==> config.mk <==
export PLATFORM = sky130hd
export DESIGN_NAME = fpx_status_unit
export DESIGN_NICKNAME = d
export VERILOG_FILES = /design/src/rtl/fpx_pkg.sv /design/src/rtl/fpx_cause_eval.sv /design/src/rtl/fpx_sticky_reg.sv /design/src/rtl/fpx_summary.sv /design/src/rtl/fpx_status_unit.sv
export SDC_FILE = /design/constraint.sdc
export NUM_CORES = 1
export LEC_CHECK = 0
export CAP_MARGIN = 20
export CELL_PAD_IN_SITES_DETAIL_PLACEMENT = 1
export CELL_PAD_IN_SITES_GLOBAL_PLACEMENT = 2
export CORE_MARGIN = 3
export CORE_UTILIZATION = 22
export CTS_CLUSTER_DIAMETER = 120
export DETAILED_ROUTE_END_ITERATION = 10
export GPL_TIMING_DRIVEN = 0
export PLACE_DENSITY = 0.84
export SYNTH_ARGS = -nofsm -noshare
export SYNTH_HDL_FRONTEND = slang
export SYNTH_SLANG_ARGS = --single-unit
==> constraint.sdc <==
create_clock -name clk -period 2.58 [get_ports clk]
set_input_delay 0.516 -clock clk [delete_from_list [all_inputs] [get_ports clk]]
set_output_delay 0.516 -clock clk [all_outputs]
set_load 0.01 [all_outputs]
==> src/rtl/fpx_pkg.sv <==
package fpx_pkg;
  localparam int N_OP_INV  = 8;
  localparam int N_INV     = N_OP_INV + 1;
  localparam int N_FLAG    = N_INV + 4;
  localparam int N_EN      = 5;
  localparam int WR_W      = N_FLAG + N_EN + 1;
  localparam int ST_W      = WR_W + 2;
  localparam int MODE_W    = 2;
  // flag positions
  localparam int B_SOFT    = N_OP_INV;
  localparam int B_ZD      = N_INV;
  localparam int B_OV      = N_INV + 1;
  localparam int B_UN      = N_INV + 2;
  localparam int B_NX      = N_INV + 3;
  // enable positions inside the enable vector
  localparam int E_INV     = 0;
  localparam int E_ZD      = 1;
  localparam int E_OV      = 2;
  localparam int E_UN      = 3;
  localparam int E_NX      = 4;
  // positions in the register view
  localparam int S_EN_LO   = N_FLAG;
  localparam int S_FX      = N_FLAG + N_EN;
  localparam int S_VX      = S_FX + 1;
  localparam int S_FEX     = S_FX + 2;
  localparam logic [MODE_W-1:0] MODE_IGNORE = '0;
endpackage

==> src/rtl/fpx_cause_eval.sv <==
module fpx_cause_eval
  import fpx_pkg::*;
(
  input  logic                op_valid,
  input  logic                op_is_arith,
  input  logic [N_OP_INV-1:0] op_inv,
  input  logic                op_zdiv,
  input  logic                op_ovf,
  input  logic                op_tiny,
  input  logic                op_loss,
  input  logic                op_inexact,
  input  logic                en_inv,
  input  logic                en_zd,
  input  logic                en_ov,
  input  logic                en_un,
  output logic [N_FLAG-1:0]   occ,
  output logic                suppress,
  output logic                default_nan
);
  logic any_inv;

  always_comb begin
    any_inv = |op_inv;
    occ     = '0;
    if (op_valid) begin
      occ[N_OP_INV-1:0] = op_inv;
      occ[B_ZD]         = op_zdiv;
      occ[B_OV]         = op_ovf;
      // tiny alone counts only when the trap is enabled
      occ[B_UN]         = op_tiny & (en_un | op_loss);
      // disabled overflow delivers an inexact result
      occ[B_NX]         = op_inexact | (op_ovf & ~en_ov);
    end
    suppress    = op_valid & ((any_inv & en_inv) | (op_zdiv & en_zd));
    default_nan = op_valid & op_is_arith & any_inv & ~en_inv;
  end
endmodule

==> src/rtl/fpx_sticky_reg.sv <==
module fpx_sticky_reg
  import fpx_pkg::*;
(
  input  logic              clk,
  input  logic              rst_n,
  input  logic [N_FLAG-1:0] occ,
  input  logic              sw_we,
  input  logic [WR_W-1:0]   sw_wdata,
  output logic [N_FLAG-1:0] flags_q,
  output logic [N_EN-1:0]   en_q,
  output logic              fx_q,
  output logic [N_FLAG-1:0] flags_d,
  output logic [N_EN-1:0]   en_d
);
  logic [N_FLAG-1:0] base_flags;
  logic              base_fx;
  logic              fx_d;
  logic              upd;

  // next-state
  always_comb begin
    base_flags = sw_we ? sw_wdata[N_FLAG-1:0]       : flags_q;
    en_d       = sw_we ? sw_wdata[S_EN_LO+:N_EN]    : en_q;
    base_fx    = sw_we ? sw_wdata[S_FX]             : fx_q;
    flags_d    = base_flags | occ;
    fx_d       = base_fx | (|(flags_d & ~flags_q));
    upd        = sw_we | (|occ);
  end

  // register
  always_ff @(posedge clk or negedge rst_n) begin
    if (!rst_n) begin
      flags_q <= '0;
      en_q    <= '0;
      fx_q    <= 1'b0;
    end else if (upd) begin
      flags_q <= flags_d;
      en_q    <= en_d;
      fx_q    <= fx_d;
    end
  end
endmodule

==> src/rtl/fpx_summary.sv <==
module fpx_summary
  import fpx_pkg::*;
(
  input  logic              clk,
  input  logic              rst_n,
  input  logic [MODE_W-1:0] mode,
  input  logic [N_FLAG-1:0] flags_q,
  input  logic [N_EN-1:0]   en_q,
  input  logic [N_FLAG-1:0] flags_d,
  input  logic [N_EN-1:0]   en_d,
  output logic              vx,
  output logic              fex,
  output logic              handler_req
);
  logic [N_EN-1:0] cls_now;
  logic [N_EN-1:0] cls_nxt;
  logic            fex_nxt;
  logic            req_d;
  logic            req_q;

  assign cls_now[E_INV] = |flags_q[N_INV-1:0];
  assign cls_nxt[E_INV] = |flags_d[N_INV-1:0];

  genvar gi;
  generate
    for (gi = 1; gi < N_EN; gi++) begin : g_cls
      assign cls_now[gi] = flags_q[N_INV+gi-1];
      assign cls_nxt[gi] = flags_d[N_INV+gi-1];
    end
  endgenerate

  always_comb begin
    vx      = cls_now[E_INV];
    fex     = |(cls_now & en_q);
    fex_nxt = |(cls_nxt & en_d);
    req_d   = fex_nxt & ~fex & (mode != MODE_IGNORE);
  end

  always_ff @(posedge clk or negedge rst_n) begin
    if (!rst_n) req_q <= 1'b0;
    else        req_q <= req_d;
  end

  assign handler_req = req_q;
endmodule

==> src/rtl/fpx_status_unit.sv <==
module fpx_status_unit
  import fpx_pkg::*;
(
  input  logic                clk,
  input  logic                rst_n,
  input  logic [MODE_W-1:0]   mode_i,
  input  logic                op_valid_i,
  input  logic                op_is_arith_i,
  input  logic [N_OP_INV-1:0] op_inv_i,
  input  logic                op_zdiv_i,
  input  logic                op_ovf_i,
  input  logic                op_tiny_i,
  input  logic                op_loss_i,
  input  logic                op_inexact_i,
  input  logic                sw_we_i,
  input  logic [WR_W-1:0]     sw_wdata_i,
  output logic [ST_W-1:0]     stat_o,
  output logic                suppress_o,
  output logic                default_nan_o,
  output logic                handler_req_o
);
  logic [N_FLAG-1:0] occ;
  logic [N_FLAG-1:0] flags_q;
  logic [N_FLAG-1:0] flags_d;
  logic [N_EN-1:0]   en_q;
  logic [N_EN-1:0]   en_d;
  logic              fx_q;
  logic              vx;
  logic              fex;

  fpx_cause_eval u_cause (
    .op_valid    (op_valid_i),
    .op_is_arith (op_is_arith_i),
    .op_inv      (op_inv_i),
    .op_zdiv     (op_zdiv_i),
    .op_ovf      (op_ovf_i),
    .op_tiny     (op_tiny_i),
    .op_loss     (op_loss_i),
    .op_inexact  (op_inexact_i),
    .en_inv      (en_q[E_INV]),
    .en_zd       (en_q[E_ZD]),
    .en_ov       (en_q[E_OV]),
    .en_un       (en_q[E_UN]),
    .occ         (occ),
    .suppress    (suppress_o),
    .default_nan (default_nan_o)
  );

  fpx_sticky_reg u_sticky (
    .clk      (clk),
    .rst_n    (rst_n),
    .occ      (occ),
    .sw_we    (sw_we_i),
    .sw_wdata (sw_wdata_i),
    .flags_q  (flags_q),
    .en_q     (en_q),
    .fx_q     (fx_q),
    .flags_d  (flags_d),
    .en_d     (en_d)
  );

  fpx_summary u_summary (
    .clk         (clk),
    .rst_n       (rst_n),
    .mode        (mode_i),
    .flags_q     (flags_q),
    .en_q        (en_q),
    .flags_d     (flags_d),
    .en_d        (en_d),
    .vx          (vx),
    .fex         (fex),
    .handler_req (handler_req_o)
  );

  assign stat_o = {fex, vx, fx_q, en_q, flags_q};
endmodule

; ---- Yosys cells after proc, flatten, opt, wreduce, memory -nomap -nowiden
; Index checks and enable logic that the tools add are counted.
[word_totals]
word_cells = 40
out_inout_bits = 24
ff_bits = 20
inputBits = 39
[op_classes]
bitwise_logic = 23
n_reduce_logical = 8
n_mux = 5
[op_table]
columns = cell, n
row1 = $reduce_or 9->1, 2
row2 = $and 13x13->13, 1
row3 = $mux 13, 1
row4 = $not 13->13, 1
row5 = $or 13x13->13, 1
row6 = $reduce_or 13->1, 1
row7 = $reduce_or 12->1, 1
row8 = $and 1x1->1, 10
row9 = $and 5x5->5, 2
row10 = $reduce_or 5->1, 2
row11 = $mux 8, 1
row12 = $reduce_or 8->1, 1
row13 = $mux 5, 1
row14 = $or 1x1->1, 5
row15 = $mux 4, 1
row16 = $not 1->1, 3
row17 = $reduce_bool 2->1, 1
row18 = $mux 1, 1

; ---- Logic depth before layout (Yosys ltp)
; Gate-level depths: netlist of the first run.
[depth]
depth_word = 10
depth_mapped = 6
mapped_depth_nobuf = 5

; ---- Cells and area by module
; A second synthesis of the first run with hierarchy kept.
[unflattened]
cells_unflattened = 141
hier_area_um2 = 1261.2
[by_module_without_submodules]
columns = module, seq_area_each_um2, cells_per_inst, area_per_inst_um2, n_inst
row1 = fpx_sticky_reg, 475.5, 98, 957.2, 1
row2 = fpx_cause_eval, 0.0, 21, 152.6, 1
row3 = fpx_summary, 25.0, 19, 128.9, 1
row4 = fpx_status_unit, 0.0, 3, 22.5, 1

; ---- Worst setup path before layout of the first run
; No wires, ideal clock.
[synth_timing]
path_kind = input to register
from = input sw_we_i
to = register u_sticky.fx_q
cell_stages = 6
arrival_ns = 1.767
t_required_ns = 2.446
slack_ns = 0.678
path_buffers = 1
setup_time_ns = 0.134
path_cell_list = buf_4 > a22oi_1 > o22ai_1 > or4_1 > a2111oi_2 > o21ai_1
[synth_via]
elab_chain_len = 5
elab_cells_between_ends = 7
cone_classes = mux (2) / bitwise (4) / reduce/logical (1)
[synth_lines]
columns = item, line_no
row1 = start: declaration, fpx_status_unit.sv:15  ; input logic sw_we_i,
row2 = $mux 13, fpx_sticky_reg.sv:22  ; base_flags = sw_we ? sw_wdata[N_FLAG-1:0] : flags_q;
row3 = $or 13x13->13, fpx_sticky_reg.sv:25  ; flags_d = base_flags | occ;
row4 = $and 13x13->13, fpx_sticky_reg.sv:26  ; fx_d = base_fx | (|(flags_d & ~flags_q));
row5 = $reduce_or 13->1, fpx_sticky_reg.sv:26
row6 = $or 1x1->1, fpx_sticky_reg.sv:26
row7 = end signal: assignment, fpx_sticky_reg.sv:35  ; fx_q <= 1'b0;
row8 = end signal: assignment, fpx_sticky_reg.sv:39  ; fx_q <= fx_d;
row9 = end: declaration, fpx_sticky_reg.sv:11  ; output logic fx_q,
; Parallel ways exist; a longest one is shown, timed or not.
; A chain may end at the register's enable or synchronous reset.

; ---- Worst setup path after layout of the first run
[layout_timing]
from = input op_valid_i
to = register u_summary.req_q (netlist: u_summary.handler_req)
[layout_via]
elab_chain_len = 7
elab_cells_between_ends = 8
cone_classes = mux (2) / bitwise (4) / reduce/logical (2)
[layout_lines]
columns = item, line_no
row1 = start: declaration, fpx_status_unit.sv:7  ; input logic op_valid_i,
row2 = $mux 8, fpx_cause_eval.sv:25  ; if (op_valid) begin
row3 = $or 13x13->13 *, fpx_sticky_reg.sv:25
row4 = $reduce_or 9->1, fpx_summary.sv:22  ; assign cls_nxt[E_INV] = |flags_d[N_INV-1:0];
row5 = $and 5x5->5 *, fpx_summary.sv:35  ; fex_nxt = |(cls_nxt & en_d);
row6 = $reduce_or 5->1 *, fpx_summary.sv:35
row7 = $and 1x1->1 * (2 in a row), fpx_summary.sv:36  ; req_d = fex_nxt & ~fex & (mode != MODE_IGNORE);
row8 = via u_summary.req_d, fpx_summary.sv:18  ; logic req_d;
row9 = end signal: assignment, fpx_summary.sv:41  ; else req_q <= req_d;
row10 = end: declaration, fpx_summary.sv:19  ; logic req_q;
; Mark *: on every way through the listed nets, which the timed path passes. The rest lies on a longest branch.

==> summary.txt, run 1 <==
Outcome
  • Status: complete, no violations

Pwr
  • Pleak: 0.781 nW
  • Final Total Pwr: 0.887 mW
  • Clock power frac: 26.9%
  • P_int: 0.638 mW
  • Sw Ratio: roughly 28%
  • Combinational Power Share: 30.8%
  • NetSw: 0.248 mW
  • Flop pwr share: 42.3%
  • VDD IR max: 0.209 mV
  • PwrDens: ~480 nW/um2

GRT
  • Initial antenna violation count: 0
  • Largest net degree at the start of global routing: 21
  • First-pass GRT wire length: 6470 um
  • Total GRT Usage: 15.2%
  • Number of global-route vias before repair: about 1300
  • Gr ovfl total: 0

Finish
  • Nets: 218
  • Area delta synth->final: 73.6%
  • Diode count: 0
  • Most common cell after layout, fill and taps aside: clkdlybuf4s50_1
  • Final instance area: 1870 um2
  • Share of cells above drive strength 1: 14.0%
  • Finished Core Util: about two fifths
  • Commonest cells after routing, fill and taps aside: clkdlybuf4s50_1 (59), dfrtp_1 (20), inv_1 (14)

Floorplan
  • Die ar.: 5760 um2
  • Core area: 4530 um2
  • Rows: 24
  • Starting Density: 23.7%
  • Die width: 75.9 um
  • Die Ht: between 70 and 80 um
  • Boundary pin count: 63

Clock tree
  • CTS Sinks: 20
  • Worst-path clk slew: 80 ps
  • CTS root buf: clkbuf_8
  • Cts hold-fix bufs: 0
  • CTS tree: yes
  • Htree depth: 1
  • CTS Buf Count: 3
  • Clock Latency Late Sink: 260 ps
  • Max clock buf depth: 2

Synthesis
  • Synth area leader: dfrtp_1
  • Mapped Nets: 149
  • Simple-gate share of the synthesized area: between 10% and 20%
  • Netlist cell types: 29
  • Synthesized area per cell: between 9 and 10 um2
  • Synth top area share: 46.6%
  • Largest family of logic cells by synthesized area: compound AO/OA/AOI/OAI gates
  • Mapped Cells: 110
  • Compound-Gate Fraction of Synth Area: 25.5%
  • Warnings from Yosys: 0
  • #FFs+latches synth: 20
  • Cell area after synthesis: around 1100 um2
  • Mux contribution to synthesized area: 6.05%
  • Largest cells by area after synthesis: dfrtp_1 (47%), a22oi_1 (8.4%), buf_4 (5.6%)
  • Synth Area in Adders: 0%
  • Sequential-to-total area share from yosys stat: 46.6%
  • Post-Synth XOR/XNOR Area: 0%

Detailed routing
  • WL/cell: 16.6 um
  • Final ANT Viol Nets: 0
  • Vias: between 1000 and 1500
  • Avg Vias per Cell: between 4 and 5
  • TritonRoute pass-1 iters: 4
  • DRC: 0
  • Post-Route WL: 4040 um
  • Detailed Route Iter0 Violations: 75

STA
  • Minimum clock period: 2450 ps
  • Max frequency: between 400 and 500 MHz
  • Hold Fails Final Rpt: 0
  • Tcrit/Tclk final: 94.8%
  • Endpoints failing setup: 0
  • Relative slew slack: 40.1%
  • Final TNS setup: 0 ps
  • Least-Margin Pin Slew: 896 ps
  • Final worst slack: between 100 and 150 ps
  • Slew Viols, Final: 0
  • Layout Skew: 5.47 ps
  • RSZ-0062 raised after global routing: false

Setup path
  • Slowest cell on crit path: or4_1
  • Crit path buffers/inverters: 1
  • Crit. End Element: register
  • Crit path cell chain: clkdlybuf4s50_1 -> a22oi_1 -> o21ai_0 -> or4_1 -> o41ai_1 -> a211oi_1
  • Crit-path max cell delay: 530 ps
  • Largest delay share family, worst path: compound AO/OA/AOI/OAI gates
  • Crit path kind: in2reg
  • Critical Path RT: 2710 ps
  • Largest fanout on the critical path: 5
  • WP data arrival: 2580 ps
  • Critical Path Start Type: input port

Place
  • Post-DP HPWL: 3360 um
  • Placer Congestion: 0.781
  • DP Area: 1780 um2
  • Placement Setup Slack: -111 ps
  • I/O Buffers: slightly above 60

Job
  • MaxCap Viol Count: 0

Hold path
  • Worst Hold Class: reg2reg
through the flow:
| step | std cells | hold slack (ps) |
|---|---|---|
| floorplan | 110 | 220 |
| global placement | 237 | 504 |
| detailed placement | 237 | 505 |
| finish | 243 | 511 |
| CTS | 241 | 515 |
| global route | 243 | 547 |
what timing repair did:
item	CTS	global route
setup buffers	0	2
endpoints found under the setup margin	3	1
resized for setup	6	1
pin swaps	1	2
registers in the layout (all words and copies together), names as in the netlist:
name,flops
u_sticky.en_q,5
u_summary.handler_req,1
u_sticky.flags_q,13
u_sticky.fx_q,1
power groups by stage:
stage | logic [mW] | clock network (mW) | registers, mW
2_1_floorplan | 0.0958 | 0 | 0.383
3_3_place_gp | 0.265 | 0 | 0.380
3_5_place_dp | 0.271 | 0 | 0.381
4_1_cts | 0.273 | 0.238 | 0.376
5_1_grt | 0.296 | 0.256 | 0.380
6_report | 0.273 | 0.239 | 0.375
area by class of cell:
class                           count  area (um2)
Sequential cell                    20         500
Tap cell                           65        81.3
Multi-Input combinational cell     65         459
Buffer                             11        81.3
Clock buffer                        4        55.1
Inverter                           14        52.6
Fill cell                         534        2670
Timing Repair Buffer               64         636
cell families after synthesis:
| logic type | Yosys count |
|---|---|
| multiplexers | 6 |
| buffers and inverters | 25 |
| AND/OR/NAND/NOR | 19 |
| AO/OA/AOI/OAI | 40 |
| flip-flops | 20 |
worst reg2reg max path: cells and delay by family, from the launching register on:
kind                   cells  cell delay (ps)
AND/OR/NAND/NOR            1              530
buffers and inverters      1               80
flip-flops                 1              410
AO/OA/AOI/OAI              3              650
cells in the mapped netlist, drive strengths merged:
master	instances
dfrtp	20
inv	14
a22oi	13
o21ai	13
buf	11
o22ai	5
mux2	4
nand2	4
nor4	3
a21oi	2
mux2i	2
nor2	2
nor2b	2
o211ai	2
or4	2
a2111oi	1
a211oi	1
a221oi	1
a2bb2o	1
and2	1
and4b	1
nand3	1
nand4	1
nor3	1
o41ai	1
or3	1
final timing paths:
check                                           from                    end  slack, ps  depth (start not counted)
worst max-delay path                      op_valid_i  u_summary.handler_req        130                          6
worst min-delay path            u_sticky.flags_q[11]          u_sticky.fx_q        510                          1
worst max register to register   u_sticky.flags_q[7]  u_summary.handler_req        770                          5
worst min register to register  u_sticky.flags_q[11]          u_sticky.fx_q        510                          1
max in group asynchronous                      rst_n    u_sticky.flags_q[1]       1270                          1
min in group asynchronous                      rst_n    u_sticky.flags_q[2]        760                          1
per-layer routing:
metal | vias to the layer above | part of all wire (%) | global-route usage, %
met5 | - | 0 | 0
met4 | 0 | 1.2 | 4.85
met3 | 2 | 4.0 | 3.30
met2 | 30 | 52 | 25.6
met1 | 539 | 43 | 19.4
li1 | 539 | - | -
(Power assumes the default switching activity.)
==> run 2, diff against run 1 <==
--- a/config.mk
+++ b/config.mk
@@ -9,11 +9,12 @@
 export CELL_PAD_IN_SITES_DETAIL_PLACEMENT = 1
 export CELL_PAD_IN_SITES_GLOBAL_PLACEMENT = 2
 export CORE_MARGIN = 3
-export CORE_UTILIZATION = 22
+export CORE_UTILIZATION = 23
+export CTS_BUF_LIST = sky130_fd_sc_hd__clkbuf_8
 export CTS_CLUSTER_DIAMETER = 120
 export DETAILED_ROUTE_END_ITERATION = 10
 export GPL_TIMING_DRIVEN = 0
-export PLACE_DENSITY = 0.84
+export PLACE_DENSITY = 0.87
 export SYNTH_ARGS = -nofsm -noshare
 export SYNTH_HDL_FRONTEND = slang
 export SYNTH_SLANG_ARGS = --single-unit
==> run 2 against run 1 <==
Clock skew decreased by 3.3 ps. Die area shrank 4.0%. Non-clock buffer count is 2 higher. Wire length increased by 5.5%. Worst hold slack improved by 8.2 ps. Clock-buffer cell count unchanged. Fmax decreased by 0.85%. Via count rose by 5.2%. Critical path depth grew 1. Critical path type unchanged. Largest power group unchanged.
==> summary.txt, run 2 (synthesized netlist as in run 1, its figures left out) <==
Outcome
  • Status: complete, no violations

Floorplan
  • Starting Density: 24.2%
  • Die width: 74.4 um
  • Boundary pin count: 63
  • Rows: 24
  • Die ar.: 5530 um2
  • Core area: 4440 um2
  • Die Ht: between 70 and 80 um

Setup path
  • Crit path buffers/inverters: 2
  • Slowest cell on crit path: clkdlybuf4s50_1
  • Crit. End Element: register
  • Crit path kind: in2reg
  • Critical Path RT: 2700 ps
  • Critical Path Start Type: input port
  • Crit path cell chain: clkdlybuf4s50_1 -> buf_4 -> a22oi_1 -> o21ai_0 -> or3_1 -> o41ai_1 -> a211oi_1
  • Crit-path max cell delay: 510 ps
  • WP data arrival: 2590 ps
  • Largest fanout on the critical path: 10
  • Largest delay share family, worst path: compound AO/OA/AOI/OAI gates

Finish
  • Nets: between 200 and 250
  • Diode count: 0
  • Share of cells above drive strength 1: 15.0%
  • Area delta synth->final: 72.9%
  • Most common cell after layout, fill and taps aside: clkdlybuf4s50_1
  • Commonest cells after routing, fill and taps aside: clkdlybuf4s50_1 (60), dfrtp_1 (20), inv_1 (14)
  • Largest registers: u_sticky.flags_q (13), u_sticky.en_q (5)
  • Storage element area: 500 um2
  • Biggest register: u_sticky.flags_q
  • Max reg flops: 13
  • # fillers: 527
  • Area of the multi-input gates: 459 um2

STA
  • Endpoints failing setup: 0
  • Least-Margin Pin Slew: 921 ps
  • Relative slew slack: 38.4%
  • Max frequency: between 400 and 500 MHz
  • Hold Fails Final Rpt: 0
  • Tcrit/Tclk final: 95.7%
  • Layout Skew: 2.15 ps
  • Slew Viols, Final: 0
  • Final TNS setup: 0 ps
  • Minimum clock period: 2470 ps

Clock tree
  • CTS Sinks: 20
  • Clock Latency Late Sink: 250 ps
  • CTS root buf: clkbuf_8
  • Max clock buf depth: 2
  • Htree depth: 1
  • Worst-path clk slew: roughly 70 ps
  • CTS tree: yes
  • CTS Buf Count: 3

GRT
  • First-pass GRT wire length: 6680 um
  • Number of global-route vias before repair: 1293
  • Largest net degree at the start of global routing: 21
  • Total GRT Usage: 16.3%
  • Initial antenna violation count: 0
  • Gr ovfl total: 0

Detailed routing
  • WL met1: 1770 um
  • Post-Route WL: 4260 um
  • Final ANT Viol Nets: 0
  • Vias: 1168
  • WL/cell: 18.4 um
  • Met3 Wirelength: 161 um
  • TritonRoute pass-1 iters: 4
  • Avg Vias per Cell: 5.03
  • DRC: 0
  • Wire length on met2: 2200 um
  • Detailed Route Iter0 Violations: 27
  • Top Metal Used: met4

Hold path
  • Worst Hold Class: reg2reg

Place
  • Placer Congestion: 0.782
  • Post-DP HPWL: 3400 um
  • I/O Buffers: slightly above 60

Pwr
  • PwrDens: 481 nW/um2
  • Pleak: 0.788 nW
  • VDD IR max: 0.173 mV
  • Final Total Pwr: 0.894 mW

Job
  • MaxCap Viol Count: 0
## run 2: changes by cell type in the layout (fill, tap and decap cells not counted), sizes merged
cell	change
clkdlybuf4s50	+1
dlymetal6s2s	-1
buf	+2
## run 2: layout make-up
class | instances | share of cell area, %
buffer | 11 | 4.18
clock buffer | 4 | 2.96
multi-input combinational | 65 | 24.7
sequential | 20 | 26.9
timing repair buffer | 66 | 34.9
inverter | 14 | 2.83
tap | 52 | 3.50
## run 2: power breakdown
| part | total (mW) | switching [mW] | leakage, nW | internal, mW |
|---|---|---|---|---|
| Clock | 0.238 | 0.102 | 0.0288 | 0.136 |
| Sequential | 0.376 | 0.0326 | 0.225 | 0.343 |
| Combinational | 0.281 | 0.118 | 0.533 | 0.163 |
| Total | 0.894 | 0.252 | 0.788 | 0.642 |
## run 2: per-stage QoR
| step | instance area, um2 | utilization (%) | worst slack (ps) | hold WS (ps) | cells |
|---|---|---|---|---|---|
| after floorplan | 1070 | - | 678 | 220 | 110 |
| after detailed placement | 1760 | 39.6 | -144 | 522 | 224 |
| after global placement | 1760 | 39.6 | -107 | 503 | 224 |
| final | 1860 | 41.8 | 112 | 519 | 232 |
| after CTS | 1820 | 41.0 | 81.0 | 524 | 228 |
| after global routing | 1860 | 41.8 | -76.8 | 552 | 232 |
## run 2: worst reg2reg max path, delay by kind of cell (launching register included)
family / cells / cell delay [ps]
flip-flops: 1 / 420
AO/OA/AOI/OAI: 3 / 680
buffers and inverters: 2 / 200
AND/OR/NAND/NOR: 1 / 410
## run 2: metal layers
layer,global-route usage [%],up-vias
met5,0,-
met4,8.50,0
met3,2.16,10
met2,28.2,47
met1,19.7,572
li1,-,539
## run 2: repair_timing
item | CTS | global route
pin swaps | 1 | 2
hold endpoints to repair | 0 | 0
setup endpoints to repair | 2 | 1
setup buffers | 0 | 4
gates resized for setup | 4 | 1
hold buffers | 0 | 0
## run 2: final timing paths
path / start / to / slack [ps] / depth (start not counted)
max: sw_we_i / u_summary.handler_req / 110 / 7
min: u_sticky.flags_q[11] / u_sticky.fx_q / 520 / 1
max reg2reg: u_sticky.flags_q[2] / u_summary.handler_req / 740 / 6
min reg2reg: u_sticky.flags_q[11] / u_sticky.fx_q / 520 / 1
max in group asynchronous: rst_n / u_sticky.en_q[2] / 1240 / 1
min in group asynchronous: rst_n / u_sticky.flags_q[2] / 770 / 1
